**config.mk**
```make
export PLATFORM = sky130hd
export DESIGN_NAME = rstc_top
export DESIGN_NICKNAME = d
export VERILOG_FILES = /design/src/rtl/rstc_pkg.sv /design/src/rtl/rstc_lvd.sv /design/src/rtl/rstc_ctl.sv /design/src/rtl/rstc_seq.sv /design/src/rtl/rstc_top.sv
export SDC_FILE = /design/constraint.sdc
export NUM_CORES = 1
export LEC_CHECK = 0
export BUFFER_PORTS_ARGS = -buffer_cell sky130_fd_sc_hd__buf_2
export CORE_ASPECT_RATIO = 2
export CORE_MARGIN = 5
export CORE_UTILIZATION = 45
export DETAILED_ROUTE_END_ITERATION = 7
export HOLD_SLACK_MARGIN = 0.02
export PLACE_DENSITY = 0.7
export SLEW_MARGIN = 10
export SYNTH_ARGS = -nofsm -noshare
export SYNTH_HDL_FRONTEND = slang
export SYNTH_SLANG_ARGS = --single-unit
```
**constraint.sdc**
```tcl
create_clock -name clk_i -period 2.2 [get_ports clk_i]
set_clock_uncertainty 0.05 [all_clocks]
set_input_delay 0 -clock clk_i [delete_from_list [all_inputs] [get_ports clk_i]]
set_output_delay 0 -clock clk_i [all_outputs]
set_load 0.05 [all_outputs]
```
**src/rtl/rstc_pkg.sv**
```systemverilog
package rstc_pkg;
  localparam int STAT_W = 7;
  localparam int CTL_W  = 7;

  // status bit positions
  localparam int S_POR  = 0;
  localparam int S_LVD  = 1;
  localparam int S_PWU  = 2;
  localparam int S_WDOG = 3;
  localparam int S_TEMP = 4;
  localparam int S_BOP  = 5;
  localparam int S_BADR = 6;

  typedef struct packed {
    logic trip_hi;     // bit6
    logic lv_stop_en;  // bit5
    logic lv_en;       // bit4
    logic temp_en;     // bit3
    logic lv_rst_en;   // bit2
    logic wdog_en;     // bit1
    logic pwu_en;      // bit0
  } ctl_t;

  localparam logic [CTL_W-1:0] CTL_DEFAULT = 7'h10;
  localparam logic [STAT_W-1:0] STAT_POR   = 7'h03;

  function automatic logic [STAT_W-1:0] build_req(
    input ctl_t c, input logic lv_hold, input logic pwu, input logic wdog,
    input logic temp, input logic bop, input logic badr);
    logic [STAT_W-1:0] r;
    r         = '0;
    r[S_LVD]  = lv_hold;
    r[S_PWU]  = pwu  & c.pwu_en;
    r[S_WDOG] = wdog & c.wdog_en;
    r[S_TEMP] = temp & c.temp_en;
    r[S_BOP]  = bop;
    r[S_BADR] = badr;
    return r;
  endfunction
endpackage

```
**src/rtl/rstc_lvd.sv**
```systemverilog
module rstc_lvd (
  input  logic clk_i,
  input  logic por_i,
  input  logic lv_en_i,
  input  logic lv_stop_en_i,
  input  logic lv_rst_en_i,
  input  logic trip_hi_i,
  input  logic stop_mode_i,
  input  logic vlo_below_i,
  input  logic vlo_above_i,
  input  logic vhi_below_i,
  input  logic vhi_above_i,
  output logic lv_hold_o,
  output logic lvd_active_o,
  output logic stop1_ok_o
);
  logic below_sel, above_sel, trip_evt;
  logic lv_hold_q;

  assign below_sel    = trip_hi_i ? vhi_below_i : vlo_below_i;
  assign above_sel    = trip_hi_i ? vhi_above_i : vlo_above_i;
  assign lvd_active_o = lv_en_i & (~stop_mode_i | lv_stop_en_i);
  assign stop1_ok_o   = ~(lv_en_i & lv_stop_en_i);
  assign trip_evt     = lvd_active_o & lv_rst_en_i & below_sel;

  // power-on leaves the hold set; only a rising-threshold crossing clears it
  always_ff @(posedge clk_i or posedge por_i) begin
    if (por_i)          lv_hold_q <= 1'b1;
    else if (above_sel) lv_hold_q <= 1'b0;
    else if (trip_evt)  lv_hold_q <= 1'b1;
  end
  assign lv_hold_o = lv_hold_q;

  // the hold only sets when detection and its reset enable are on
  p_hold_set_gated_r3: assert property (@(posedge clk_i) disable iff (por_i)
    $rose(lv_hold_q) |-> $past(lvd_active_o && lv_rst_en_i));
  // a rising-threshold crossing always releases the hold
  p_hold_clear_r2: assert property (@(posedge clk_i) disable iff (por_i)
    above_sel |=> !lv_hold_q);
endmodule

```
**src/rtl/rstc_ctl.sv**
```systemverilog
module rstc_ctl
  import rstc_pkg::*;
(
  input  logic             clk_i,
  input  logic             por_i,
  input  logic             in_rst_i,
  input  logic             we_i,
  input  logic [CTL_W-1:0] wdata_i,
  output ctl_t             ctl_o
);
  logic [CTL_W-1:0] ctl_q;

  always_ff @(posedge clk_i or posedge por_i) begin
    if (por_i)         ctl_q <= CTL_DEFAULT;
    else if (in_rst_i) ctl_q <= CTL_DEFAULT;
    else if (we_i)     ctl_q <= wdata_i;
  end
  assign ctl_o = ctl_t'(ctl_q);

  p_ctl_default_r8: assert property (@(posedge clk_i) disable iff (por_i)
    in_rst_i |=> (ctl_q == CTL_DEFAULT));
endmodule

```
**src/rtl/rstc_seq.sv**
```systemverilog
module rstc_seq
  import rstc_pkg::*;
#(
  parameter int HOLD_CYC = 8
) (
  input  logic              clk_i,
  input  logic              por_i,
  input  logic [STAT_W-1:0] req_i,
  output logic              in_rst_o,
  output logic              release_o,
  output logic [STAT_W-1:0] status_o
);
  localparam int CNT_W = $clog2(HOLD_CYC + 2);
  localparam logic [CNT_W-1:0] HOLD_V = CNT_W'(HOLD_CYC);

  function automatic logic [CNT_W-1:0] next_cnt(input logic any, input logic [CNT_W-1:0] c);
    if (any)       return HOLD_V;
    else if (c != '0) return c - 1'b1;
    else           return '0;
  endfunction

  logic              any_req, rst_d;
  logic [CNT_W-1:0]  cnt_q;
  logic              in_rst_q;
  logic [STAT_W-1:0] cause_q, cause_d, status_q;

  assign any_req   = |req_i;
  assign rst_d     = any_req | (cnt_q != '0);
  assign release_o = in_rst_q & ~rst_d;
  assign cause_d   = (in_rst_q ? cause_q : '0) | req_i;

  always_ff @(posedge clk_i or posedge por_i) begin
    if (por_i) begin
      cnt_q    <= HOLD_V;
      in_rst_q <= 1'b1;
      cause_q  <= STAT_POR;
      status_q <= STAT_POR;
    end else begin
      cnt_q    <= next_cnt(any_req, cnt_q);
      in_rst_q <= rst_d;
      cause_q  <= rst_d ? cause_d : '0;
      if (release_o) status_q <= cause_d;
    end
  end
  assign in_rst_o = in_rst_q;
  assign status_o = status_q;

  // checker-side count of quiet cycles since the last request
  logic [CNT_W-1:0] quiet_q;
  always_ff @(posedge clk_i or posedge por_i) begin
    if (por_i)                quiet_q <= '0;
    else if (any_req)         quiet_q <= '0;
    else if (quiet_q <= HOLD_V) quiet_q <= quiet_q + 1'b1;
  end

  p_req_enters_rst_r6: assert property (@(posedge clk_i) disable iff (por_i)
    any_req |=> in_rst_q);
  p_hold_min_r6: assert property (@(posedge clk_i) disable iff (por_i)
    $fell(in_rst_q) |-> (quiet_q >= HOLD_V));
  p_status_only_release_r7: assert property (@(posedge clk_i) disable iff (por_i)
    !release_o |=> $stable(status_q));
  p_status_named_r7: assert property (@(posedge clk_i) disable iff (por_i)
    $fell(in_rst_q) |-> (status_q != '0));
endmodule

```
**src/rtl/rstc_top.sv**
```systemverilog
module rstc_top
  import rstc_pkg::*;
#(
  parameter int HOLD_CYC = 8
) (
  input  logic              clk_i,
  input  logic              por_i,
  input  logic              ctl_we_i,
  input  logic [CTL_W-1:0]  ctl_wdata_i,
  input  logic              stop_mode_i,
  input  logic              vlo_below_i,
  input  logic              vlo_above_i,
  input  logic              vhi_below_i,
  input  logic              vhi_above_i,
  input  logic              pwu_elapsed_i,
  input  logic              wdog_expire_i,
  input  logic              temp_low_i,
  input  logic              bad_opcode_i,
  input  logic              bad_addr_i,
  output logic              sys_rst_o,
  output logic [STAT_W-1:0] status_o,
  output logic [CTL_W-1:0]  ctl_o,
  output logic              lvd_active_o,
  output logic              stop1_ok_o
);
  ctl_t              ctl;
  logic              lv_hold, in_rst, rel_evt;
  logic [STAT_W-1:0] req;

  rstc_ctl u_ctl (
    .clk_i(clk_i), .por_i(por_i), .in_rst_i(in_rst),
    .we_i(ctl_we_i), .wdata_i(ctl_wdata_i), .ctl_o(ctl)
  );

  rstc_lvd u_lvd (
    .clk_i(clk_i), .por_i(por_i),
    .lv_en_i(ctl.lv_en), .lv_stop_en_i(ctl.lv_stop_en),
    .lv_rst_en_i(ctl.lv_rst_en), .trip_hi_i(ctl.trip_hi),
    .stop_mode_i(stop_mode_i),
    .vlo_below_i(vlo_below_i), .vlo_above_i(vlo_above_i),
    .vhi_below_i(vhi_below_i), .vhi_above_i(vhi_above_i),
    .lv_hold_o(lv_hold), .lvd_active_o(lvd_active_o), .stop1_ok_o(stop1_ok_o)
  );

  assign req = build_req(ctl, lv_hold, pwu_elapsed_i, wdog_expire_i,
                         temp_low_i, bad_opcode_i, bad_addr_i);

  rstc_seq #(.HOLD_CYC(HOLD_CYC)) u_seq (
    .clk_i(clk_i), .por_i(por_i), .req_i(req),
    .in_rst_o(in_rst), .release_o(rel_evt), .status_o(status_o)
  );

  assign sys_rst_o = in_rst;
  assign ctl_o     = CTL_W'(ctl);

  // strobes from the CPU always start a reset
  p_strobe_rst_r5: assert property (@(posedge clk_i) disable iff (por_i)
    (bad_opcode_i || bad_addr_i) |=> sys_rst_o);
  // a release never leaves status without a cause of the ended reset
  p_release_cause_r7: assert property (@(posedge clk_i) disable iff (por_i)
    rel_evt |=> (status_o != '0));
endmodule

```
==> flow_summary.yaml, run 1 <==
final_layout:
  num_antenna_cells: 0
  multi_input_area_um2: 482
  area_delta_synth_final_pct: 27.9
  final_cell_area_um2: 1590
  nets: 170
  seq_area_um2: 686
  drive_above_1_share_pct: 44.6
  fillCellCount: 247
yosys:
  synthTopCellsByArea: "dfrtp_1 38%, dfstp_2 17%, mux2_4 7.2%"
  synth_fa_ha_area_share_pct: 1.00
  ys_seq_elements: 27
  yosysUniqueCellTypes: 30
  synth_flop_cell: "dfrtp_1"
  ys_warn_count: 0
  synth_simple_gate_area_share_pct: 13.2
  synth-async-reset-ratio_pct: 100
  ys_top_cells_by_count: "19 x dfrtp_1, 8 x dfstp_2, 8 x nor2_1, 7 x mux2i_1"
  synth_area_per_cell_um2: 12.5
  synth_top_area_share_pct: 38.2
  synth_area_um2: 1250
  synth_xor_area_share_pct: 0
  synth_mux_area_share_pct: 13.8
  syn_inst: 100
  synth_edf_count: 0
  yosysTopAreaCell: "dfrtp_1"
  synth_top_family_by_area: "multiplexers"
  synth_compound_area_share_pct: 10.7
  syn-num-nets: 121
  synth_most_common_cell: "dfrtp_1"
  synth_seq_area_share_pct: 55.0
setup_path:
  cp_num_buf_inv: 1
  critPathKind: "reg2reg"
  slowest_stage: "dlygate4sd3_1"
  critPathLaunchType: "flop"
  required_ns: 2.36
  cp_max_fo: 4
  cp.arrival_ns: 1.94
  crit_family: "buffers and inverters"
  cpPeakStageDelay_ns: 0.59
  endpoint_kind: "flop"
  worstPathCellList: "a21boi_1, a31oi_1, a211oi_1, dlygate4sd3_1"
cts:
  clkTransAtPathRegs_ns: 0.09
  cts_tree: "yes"
  clock-sinks: 27
  insertion_delay_ns: 0.27
  cts-resized-gates: 0
  numCtsBuffers: 3
  cts_buffer_depth: 2
  cts_max_level: 1
  clockRootBuffer: "clkbuf_8"
die:
  io_pins: 37
  coreArea_um2: 2700
  die_y_um: 84.4
  die_w_um: 47.2
  rows: 27
  initial_core_util_pct: 46.1
  die_area_um2: 3990
sta:
  holdWs_ns: 0.0199
  final_max_slew_viol_count: 0
  fin_setup_tns_ns: 0
  setup_ws_ns: 0.421
  hold_violations: 0
  relSlewSlack_pct: 36.1
  period_needed_ns: 1.78
  fmax_mhz: 562
  post-route-period-util_pct: 80.9
  worst_pin_slew_ns: 0.958
  rsz0062_at_grt: "no"
  finalSetupViolCount: 0
power_and_ir_drop:
  p_leak_nw: 0.801
  ir_drop_v: 0.000609
  cellPowerDensity_nw_per_um2: 725
detailed_routing:
  drt_iter0_drc: 21
  wl_um: 2680
  routed_via_density: 5.23
  drc: 0
  first_pass_iters: 4
  wire_per_inst_um: 15.1
  vias: 926
  ant_nets: 0
min_path:
  hp-class: "in2reg"
grt:
  antenna_found_initial: 0
  grt-ovfl-total: 0
  groute.usage.overall_pct: 14.9
  grt_pass1_vias: 975
  grt_pass1_wl_um: 4310
  grt_start_max_net_pins: 28
place:
  placed_area_um2: 1430
  port_buffers: 36
  gp_congestion: 0.770
  pre_cts_ws_ns: 0.529
  dp_hpwl_um: 2040
job:
  cap_violations: 0
outcome:
  outcome: "finished, final reports clean"
-- stage by stage --
| stage | std cells | power [W] | util, % |
|---|---|---|---|
| floorplan | 100 | 0.000802 | - |
| global placement | 161 | 0.000869 | 52.9 |
| detailed placement | 161 | 0.000878 | 52.9 |
| CTS | 177 | 0.00116 | 59.0 |
| global route | 177 | 0.00122 | 59.0 |
| finish | 177 | 0.00116 | 59.0 |
-- routing by layer --
metal | global-route usage (%) | wire, um | up-vias
met1 | 18.3 | 1030 | 439
met5 | 0 | 0 | -
met2 | 23.3 | 1390 | 41
met4 | 8.56 | 88 | 0
met3 | 2.79 | 168 | 10
li1 | - | - | 436
-- sequential cells by signal (all words and copies together), names as in the netlist --
name / cells
u_seq.cnt_q: 4
u_lvd.lv_hold_o: 1
u_seq.cause_q: 7
u_ctl.ctl_o: 7
u_seq.status_o: 7
u_seq.in_rst_o: 1
-- worst register-to-register path: cells and delay by family (launching register included) --
| family | cells | cell delay (ns) |
|---|---|---|
| DFF | 1 | 0.55 |
| buffers and inverters | 1 | 0.59 |
| AOI/OAI and AO/OA | 3 | 0.53 |
-- layout make-up --
cell class / instances / share of cell area, %
timing repair buffer: 51 / 20.3
inverter: 6 / 1.41
sequential: 27 / 43.0
multi-input combinational: 60 / 30.2
tap: 29 / 2.28
clock buffer: 4 / 2.83
-- cells by family after synthesis --
group | after synthesis
and+or+nand+nor | 28
adders and majority gates | 1
AOI/OAI and AO/OA | 17
buffers and inverters | 13
muxes | 14
DFF | 27
-- power by group --
group	internal, W	switching [W]
clock	0.000130	0.000144
sequential	0.000556	0.0000322
combinational	0.000116	0.000179
total	0.000801	0.000355
-- cell usage in the layout, fill, tap and decap left out, drive strengths merged, types with 3 or more instances in the layout --
cell type and instances:
nand2 5, a21oi 3, a21boi 5, clkbuf 4, inv 6, nor2 8
dfrtp 19, dfstp 8, dlygate4sd3 12, mux2i 7, nor3 3, mux2 7
nand3 3, buf 39
-- what timing repair did --
item / in CTS / in global routing
hold endpoints to repair: 29 / 0
setup buffers: 0 / 0
hold buffers: 12 / 0
-- path summary, 6_finish.rpt --
path	to	slack [ns]	cells past startpoint	from
worst max-delay path	u_lvd.lv_hold_o	0.42	4	u_ctl.ctl_o[4]
min in group asynchronous	u_seq.cnt_q[0]	0.43	3	por_i
max in group asynchronous	u_seq.in_rst_o	0.99	4	por_i
worst min-delay path	u_seq.cause_q[4]	0.02	5	bad_opcode_i
worst max register to register	u_lvd.lv_hold_o	0.42	4	u_ctl.ctl_o[4]
worst min register to register	u_seq.cnt_q[0]	0.41	1	u_seq.cnt_q[0]
Power figures use the tool's default switching activity.
==> inputs of run 2 (changes only) <==
--- a/config.mk
+++ b/config.mk
@@ -5,13 +5,14 @@
 export SDC_FILE = /design/constraint.sdc
 export NUM_CORES = 1
 export LEC_CHECK = 0
+export ABC_AREA = 1
 export BUFFER_PORTS_ARGS = -buffer_cell sky130_fd_sc_hd__buf_2
 export CORE_ASPECT_RATIO = 2
 export CORE_MARGIN = 5
 export CORE_UTILIZATION = 45
 export DETAILED_ROUTE_END_ITERATION = 7
 export HOLD_SLACK_MARGIN = 0.02
-export PLACE_DENSITY = 0.7
+export PLACE_DENSITY = 0.73
 export SLEW_MARGIN = 10
 export SYNTH_ARGS = -nofsm -noshare
 export SYNTH_HDL_FRONTEND = slang
==> constraint.sdc (replaced) <==
create_clock -name clk_i -period 1.6 [get_ports clk_i]
set_clock_uncertainty 0.05 [all_clocks]
set_input_delay 0 -clock clk_i [delete_from_list [all_inputs] [get_ports clk_i]]
set_output_delay 0 -clock clk_i [all_outputs]
set_load 0.05 [all_outputs]
==> run 2 against run 1 <==
Core utilization increased by 0.32 points. Combinational power increased by 94%. First-iteration DRC count decreased by 43%. Die area increased by 1.5%. Area after synthesis increased by 1.8%. Design area increased by 1.8%. Routed wire length increased by 4.2%. Via count increased by 17%. Clock power increased by 39%. Sequential power increased by 46%. Maximum frequency increased by 25%. Non-clock buffer count unchanged. Highest routed layer unchanged.
==> flow_summary.yaml, run 2 <==
outcome:
  outcome: "finished, final reports clean"
detailed_routing:
  routed_via_density: 5.04
  first_pass_iters: 3
  drc: 0
  wire_per_inst_um: 13.0
  drt_iter0_drc: 12
  vias: 1084
  ant_nets: 0
  wl_um: 2790
final_layout:
  fillCellCount: 240
  nets: 208
  num_antenna_cells: 0
  drive_above_1_share_pct: 33.3
  area_delta_synth_final_pct: 27.9
  mostFrequentLayoutCells: "44 x nand2_1, 36 x buf_2, 19 x dfrtp_1, 15 x inv_1, 13 x dlygate4sd3_1"
  seq_area_um2: 686
  final_common_cell: "nand2_1"
  fin_cells: 215
  multi_input_area_um2: 459
cts:
  clkTransAtPathRegs_ns: 0.09
  cts_tree: "yes"
  clockRootBuffer: "clkbuf_8"
  clock-sinks: 27
  numCtsBuffers: 3
  cts_buffer_depth: 2
  cts_max_level: 1
  cts_setup_buffers: 0
  insertion_delay_ns: 0.27
grt:
  grt_pass1_wl_um: 4850
  antenna_found_initial: 0
  grt-ovfl-total: 0
  grt_start_max_net_pins: 28
  groute.usage.overall_pct: 16.3
  grt_pass1_vias: 1157
yosys:
  synthTopCellsByArea: "dfrtp_1 37%, dfstp_2 17%, nand2_1 13%"
  ys_top_cells_by_count: "44 x nand2_1, 19 x dfrtp_1, 15 x inv_1, 8 x dfstp_2, 8 x nor2_1"
  yosysTopAreaCell: "dfrtp_1"
  synth_top_area_share_pct: 37.5
  synth_flop_cell: "dfrtp_1"
  syn-num-nets: 159
  ys_seq_elements: 27
  synth_area_per_cell_um2: 9.19
  yosysUniqueCellTypes: 25
  synth_most_common_cell: "nand2_1"
  syn_inst: 138
  synth-async-reset-ratio_pct: 100
  ys_warn_count: 0
  synth_edf_count: 0
  synth_seq_area_share_pct: 54.0
  synth_area_um2: 1270
setup_path:
  cp_max_fo: 9
  critPathKind: "reg2reg"
  rrSetupSlack_ns: 0.18
  required_ns: 1.71
  endpoint_kind: "flop"
  rr_startpoint: "u_seq.cnt_q[0]"
  cp.arrival_ns: 1.53
  critPathLaunchType: "flop"
  crit_start: "u_seq.cnt_q[0]"
sta:
  fmax_mhz: 705
  post-route-period-util_pct: 88.6
  fin_setup_tns_ns: 0
  relSlewSlack_pct: 77.8
  rsz0062_at_grt: "no"
  period_needed_ns: 1.42
  finalSetupViolCount: 0
  worst_pin_slew_ns: 0.333
  hold_violations: 0
  final_max_slew_viol_count: 0
die:
  coreArea_um2: 2740
  die_w_um: 47.5
  die_y_um: 85.1
  rows: 27
  initial_core_util_pct: 46.4
  die_area_um2: 4050
  io_pins: 37
place:
  dp_hpwl_um: 2140
  port_buffers: 36
  placed_cells: 198
  gp_congestion: 0.729
min_path:
  hp-start: "bad_opcode_i"
  hp-class: "in2reg"
power_and_ir_drop:
  ir_drop_v: 0.000634
  p_leak_nw: 0.917
  cellPowerDensity_nw_per_um2: 1110
job:
  cap_violations: 0
==> run 2: cell count changes after synthesis, moves of 6 or more <==
cell / before / now
mux2i_1: 7 / 0
mux2_4: 6 / 0
nand4_1: 0 / 7
inv_1: 6 / 15
nand2_1: 5 / 44
==> run 2: metrics by stage <==
step	cell area, um^2	total power (W)	hold WS (ns)	worst slack [ns]	utilization (%)
after floorplan	1270	0.00128	-0.00321	0.0276	-
after global placement	1450	0.00140	0.0136	0.267	52.9
after detailed placement	1450	0.00142	0.0309	0.192	52.9
after CTS	1620	0.00182	0.0243	0.176	59.3
after global routing	1620	0.00190	0.0388	0.0739	59.3
final	1620	0.00181	0.0254	0.182	59.3
==> run 2: critical path: stages (launching register included) <==
cell     delay, ns
dfrtp_1       0.41
inv_1         0.07
ha_1          0.17
nand2_2       0.13
nor2_8        0.18
nand4_4       0.16
nand2_1       0.09
nand2_1       0.06
==> run 2: per-layer routing <==
metal | track usage [%] | up-vias | wire (um)
li1 | - | 531 | -
met1 | 16.8 | 518 | 1010
met2 | 30.1 | 30 | 1600
met3 | 1.91 | 5 | 120
met4 | 6.62 | 0 | 51
met5 | 0 | - | 0
==> run 2: path summary, 6_finish.rpt <==
path	to	depth (start not counted)
worst max-delay path	u_seq.status_o[3]	7
worst min-delay path	u_seq.cause_q[5]	5
worst max register to register	u_seq.status_o[3]	7
worst min register to register	u_seq.cnt_q[0]	1
max in group asynchronous	u_seq.cause_q[1]	4
min in group asynchronous	u_seq.cnt_q[1]	4
==> run 2: cell families after synthesis <==
group	Yosys count	synth area share, %
and+or+nand+nor	70	27.2
DFF	27	54.0
buffers and inverters	26	10.1
AOI/OAI and AO/OA	14	7.69
adders and majority gates	1	0.986
==> run 2: cell type report <==
cell class / instances / area share, %
well taps: 29 / 2.24
multi-input cells: 85 / 28.3
repair buffers: 51 / 20.0
flip-flops and latches: 27 / 42.3
inverters: 19 / 4.39
clock buffers: 4 / 2.78
==> run 2: what timing repair did <==
| item | 4_1_cts | 5_1_grt |
|---|---|---|
| gates resized for setup | 0 | 0 |
| hold endpoints to repair | 30 | 0 |
| hold buffers | 13 | 0 |
==> run 2: report_power, final <==
part / leakage (nW) / total [W] / switching, W / internal, W
registers: 0.329 / 0.000857 / 0.0000540 / 0.000802
clock network: 0.0228 / 0.000380 / 0.000201 / 0.000178
logic: 0.565 / 0.000569 / 0.000412 / 0.000157
==> inputs of run 3 (changes only) <==
--- a/config.mk
+++ b/config.mk
@@ -12,7 +12,9 @@
 export CORE_UTILIZATION = 45
 export DETAILED_ROUTE_END_ITERATION = 7
 export HOLD_SLACK_MARGIN = 0.02
+export MAX_ROUTING_LAYER = met4
 export PLACE_DENSITY = 0.73
+export SETUP_SLACK_MARGIN = 0.4
 export SLEW_MARGIN = 10
 export SYNTH_ARGS = -nofsm -noshare
 export SYNTH_HDL_FRONTEND = slang
==> run 3 against run 2 <==
Critical path depth stayed put. Maximum frequency up 6.9%. Routed wire length increased by 21%. Largest power group unchanged. Count of clock-buffer cells in the layout is the same. First-iteration DRC count increased to 3.3 times the previous value. Flip-flop and latch count did not move. Die area did not move. Sequential power rose by 2%.
==> flow_summary.yaml, run 3 (synthesis gave the netlist of run 2 again) <==
cts:
  clock-sinks: 27
  insertion_delay_ns: 0.27
  numCtsBuffers: 3
  clkTransAtPathRegs_ns: 0.09
  cts_tree: "yes"
  cts_max_level: 1
  clockRootBuffer: "clkbuf_8"
  cts_buffer_depth: 2
sta:
  rsz0062_at_grt: "yes"
  relSlewSlack_pct: 76.8
  fmax_mhz: 754
  period_needed_ns: 1.33
  post-route-period-util_pct: 82.9
  final_max_slew_viol_count: 0
  worst_pin_slew_ns: 0.348
  hold_violations: 0
  fin_setup_tns_ns: 0
  finalSetupViolCount: 0
setup_path:
  rrSetupSlack_ns: 0.27
  cp.arrival_ns: 1.44
  slowest_stage: "dfrtp_1"
  crit_start: "u_seq.cnt_q[1]"
  critPathKind: "reg2reg"
  ff2ff_path_depth: 7
  cp_max_fo: 7
  required_ns: 1.72
  timing.rr.end: "u_seq.status_o[4]"
  cpPeakStageDelay_ns: 0.40
  cp_num_buf_inv: 1
  worstPathCellList: "inv_2, ha_4, nand2_4, nor2_8, nand4_4, nand2_2, nand2_1"
  endpoint_kind: "flop"
  rr_startpoint: "u_seq.cnt_q[1]"
  critPathLaunchType: "flop"
  crit_family: "simple AND/OR/NAND/NOR gates"
grt:
  groute.usage.overall_pct: 17.9
  grt_pass1_wl_um: 5260
  grt_start_max_net_pins: 28
  antenna_found_initial: 0
  grt-ovfl-total: 0
  grt_pass1_vias: 1267
place:
  placed_area_um2: 1480
  port_buffers: 36
  dp_hpwl_um: 2080
  gp_congestion: 0.710
final_layout:
  final_common_cell: "buf_2"
  mostFrequentLayoutCells: "34 x buf_2, 31 x nand2_1, 16 x dfrtp_1, 14 x dlygate4sd3_1, 12 x nand2_2"
  num_antenna_cells: 0
  nets: 224
  area_delta_synth_final_pct: 51.0
  final_cell_area_um2: 1920
  drive_above_1_share_pct: 52.0
detailed_routing:
  wire_per_inst_um: 14.5
  drc: 0
  drt_iter0_drc: 40
  vias: 1184
  wl_um: 3360
  ant_nets: 0
  first_pass_iters: 4
  routed_via_density: 5.13
power_and_ir_drop:
  ir_drop_v: 0.000654
  p_leak_nw: 1.01
  cellPowerDensity_nw_per_um2: 1010
  p_total_w: 0.00194
die:
  io_pins: 37
  die_w_um: 47.5
  die_y_um: 85.1
  initial_core_util_pct: 46.4
  rows: 27
  die_area_um2: 4050
  coreArea_um2: 2740
min_path:
  hp-class: "in2reg"
  holdPathStages: 5
  hold_end: "u_seq.cause_q[6]"
  hp-start: "bad_addr_i"
outcome:
  outcome: "finished, final reports clean"
job:
  cap_violations: 0
==> run 3: per-layer routing <==
metal / GRT usage, % / share of wire [%]
met3: 1.49 / 4.4
met5: - / 0
met2: 30.9 / 54
met4: 9.31 / 4.0
met1: 18.8 / 37
==> run 3: metrics by stage <==
| step | setup slack [ns] | std cells | utilization [%] | hold WS [ns] |
|---|---|---|---|---|
| 2_1_floorplan | 0.261 | 138 | - | -0.00342 |
| 3_3_place_gp | 0.242 | 197 | 54.0 | 0.0157 |
| 3_5_place_dp | 0.183 | 197 | 54.0 | 0.0226 |
| 4_1_cts | 0.291 | 227 | 65.5 | 0.0396 |
| 5_1_grt | 0.206 | 231 | 70.0 | 0.0819 |
| 6_report | 0.273 | 231 | 70.0 | 0.0365 |
==> run 3: worst max-delay path by stage <==
stage	to	slack (ns)	cells after the start
6_report	u_seq.status_o[4]	0.27	7
5_1_grt	u_seq.status_o[3]	0.21	7
4_1_cts	u_seq.status_o[3]	0.29	7
3_5_place_dp	u_seq.status_o[3]	0.18	7
3_3_place_gp	u_seq.status_o[5]	0.24	7
2_1_floorplan	u_ctl.ctl_o[0]	0.26	5
==> run 3: cell type report <==
cell class              instances  area [um^2]
fillers                       199          821
repair buffers                 67          499
well taps                      29         36.3
clock buffers                   4         45.0
flip-flops and latches         27          693
inverters                      19         78.8
multi-input cells              85          563
==> run 3: tightest hold or removal path: cells and delay by family <==
kind | cells | cell delay, ns
simple gates | 2 | 0.13
buf+inv | 3 | 0.20
==> run 3: timing repair <==
action | 4_1_cts | 5_1_grt
resized for setup | 12 | 27
gates cloned | 0 | 0
hold endpoints to repair | 36 | 0
hold buffers | 14 | 0
setup endpoints to repair | 25 | 29
pin swaps | 9 | 7
setup buffers | 12 | 4
==> run 3: power by group <==
part	switching [W]	internal, W	leakage (nW)	total, W
registers	0.0000664	0.000804	0.323	0.000870
logic	0.000454	0.000225	0.668	0.000679
clock network	0.000211	0.000179	0.0228	0.000390
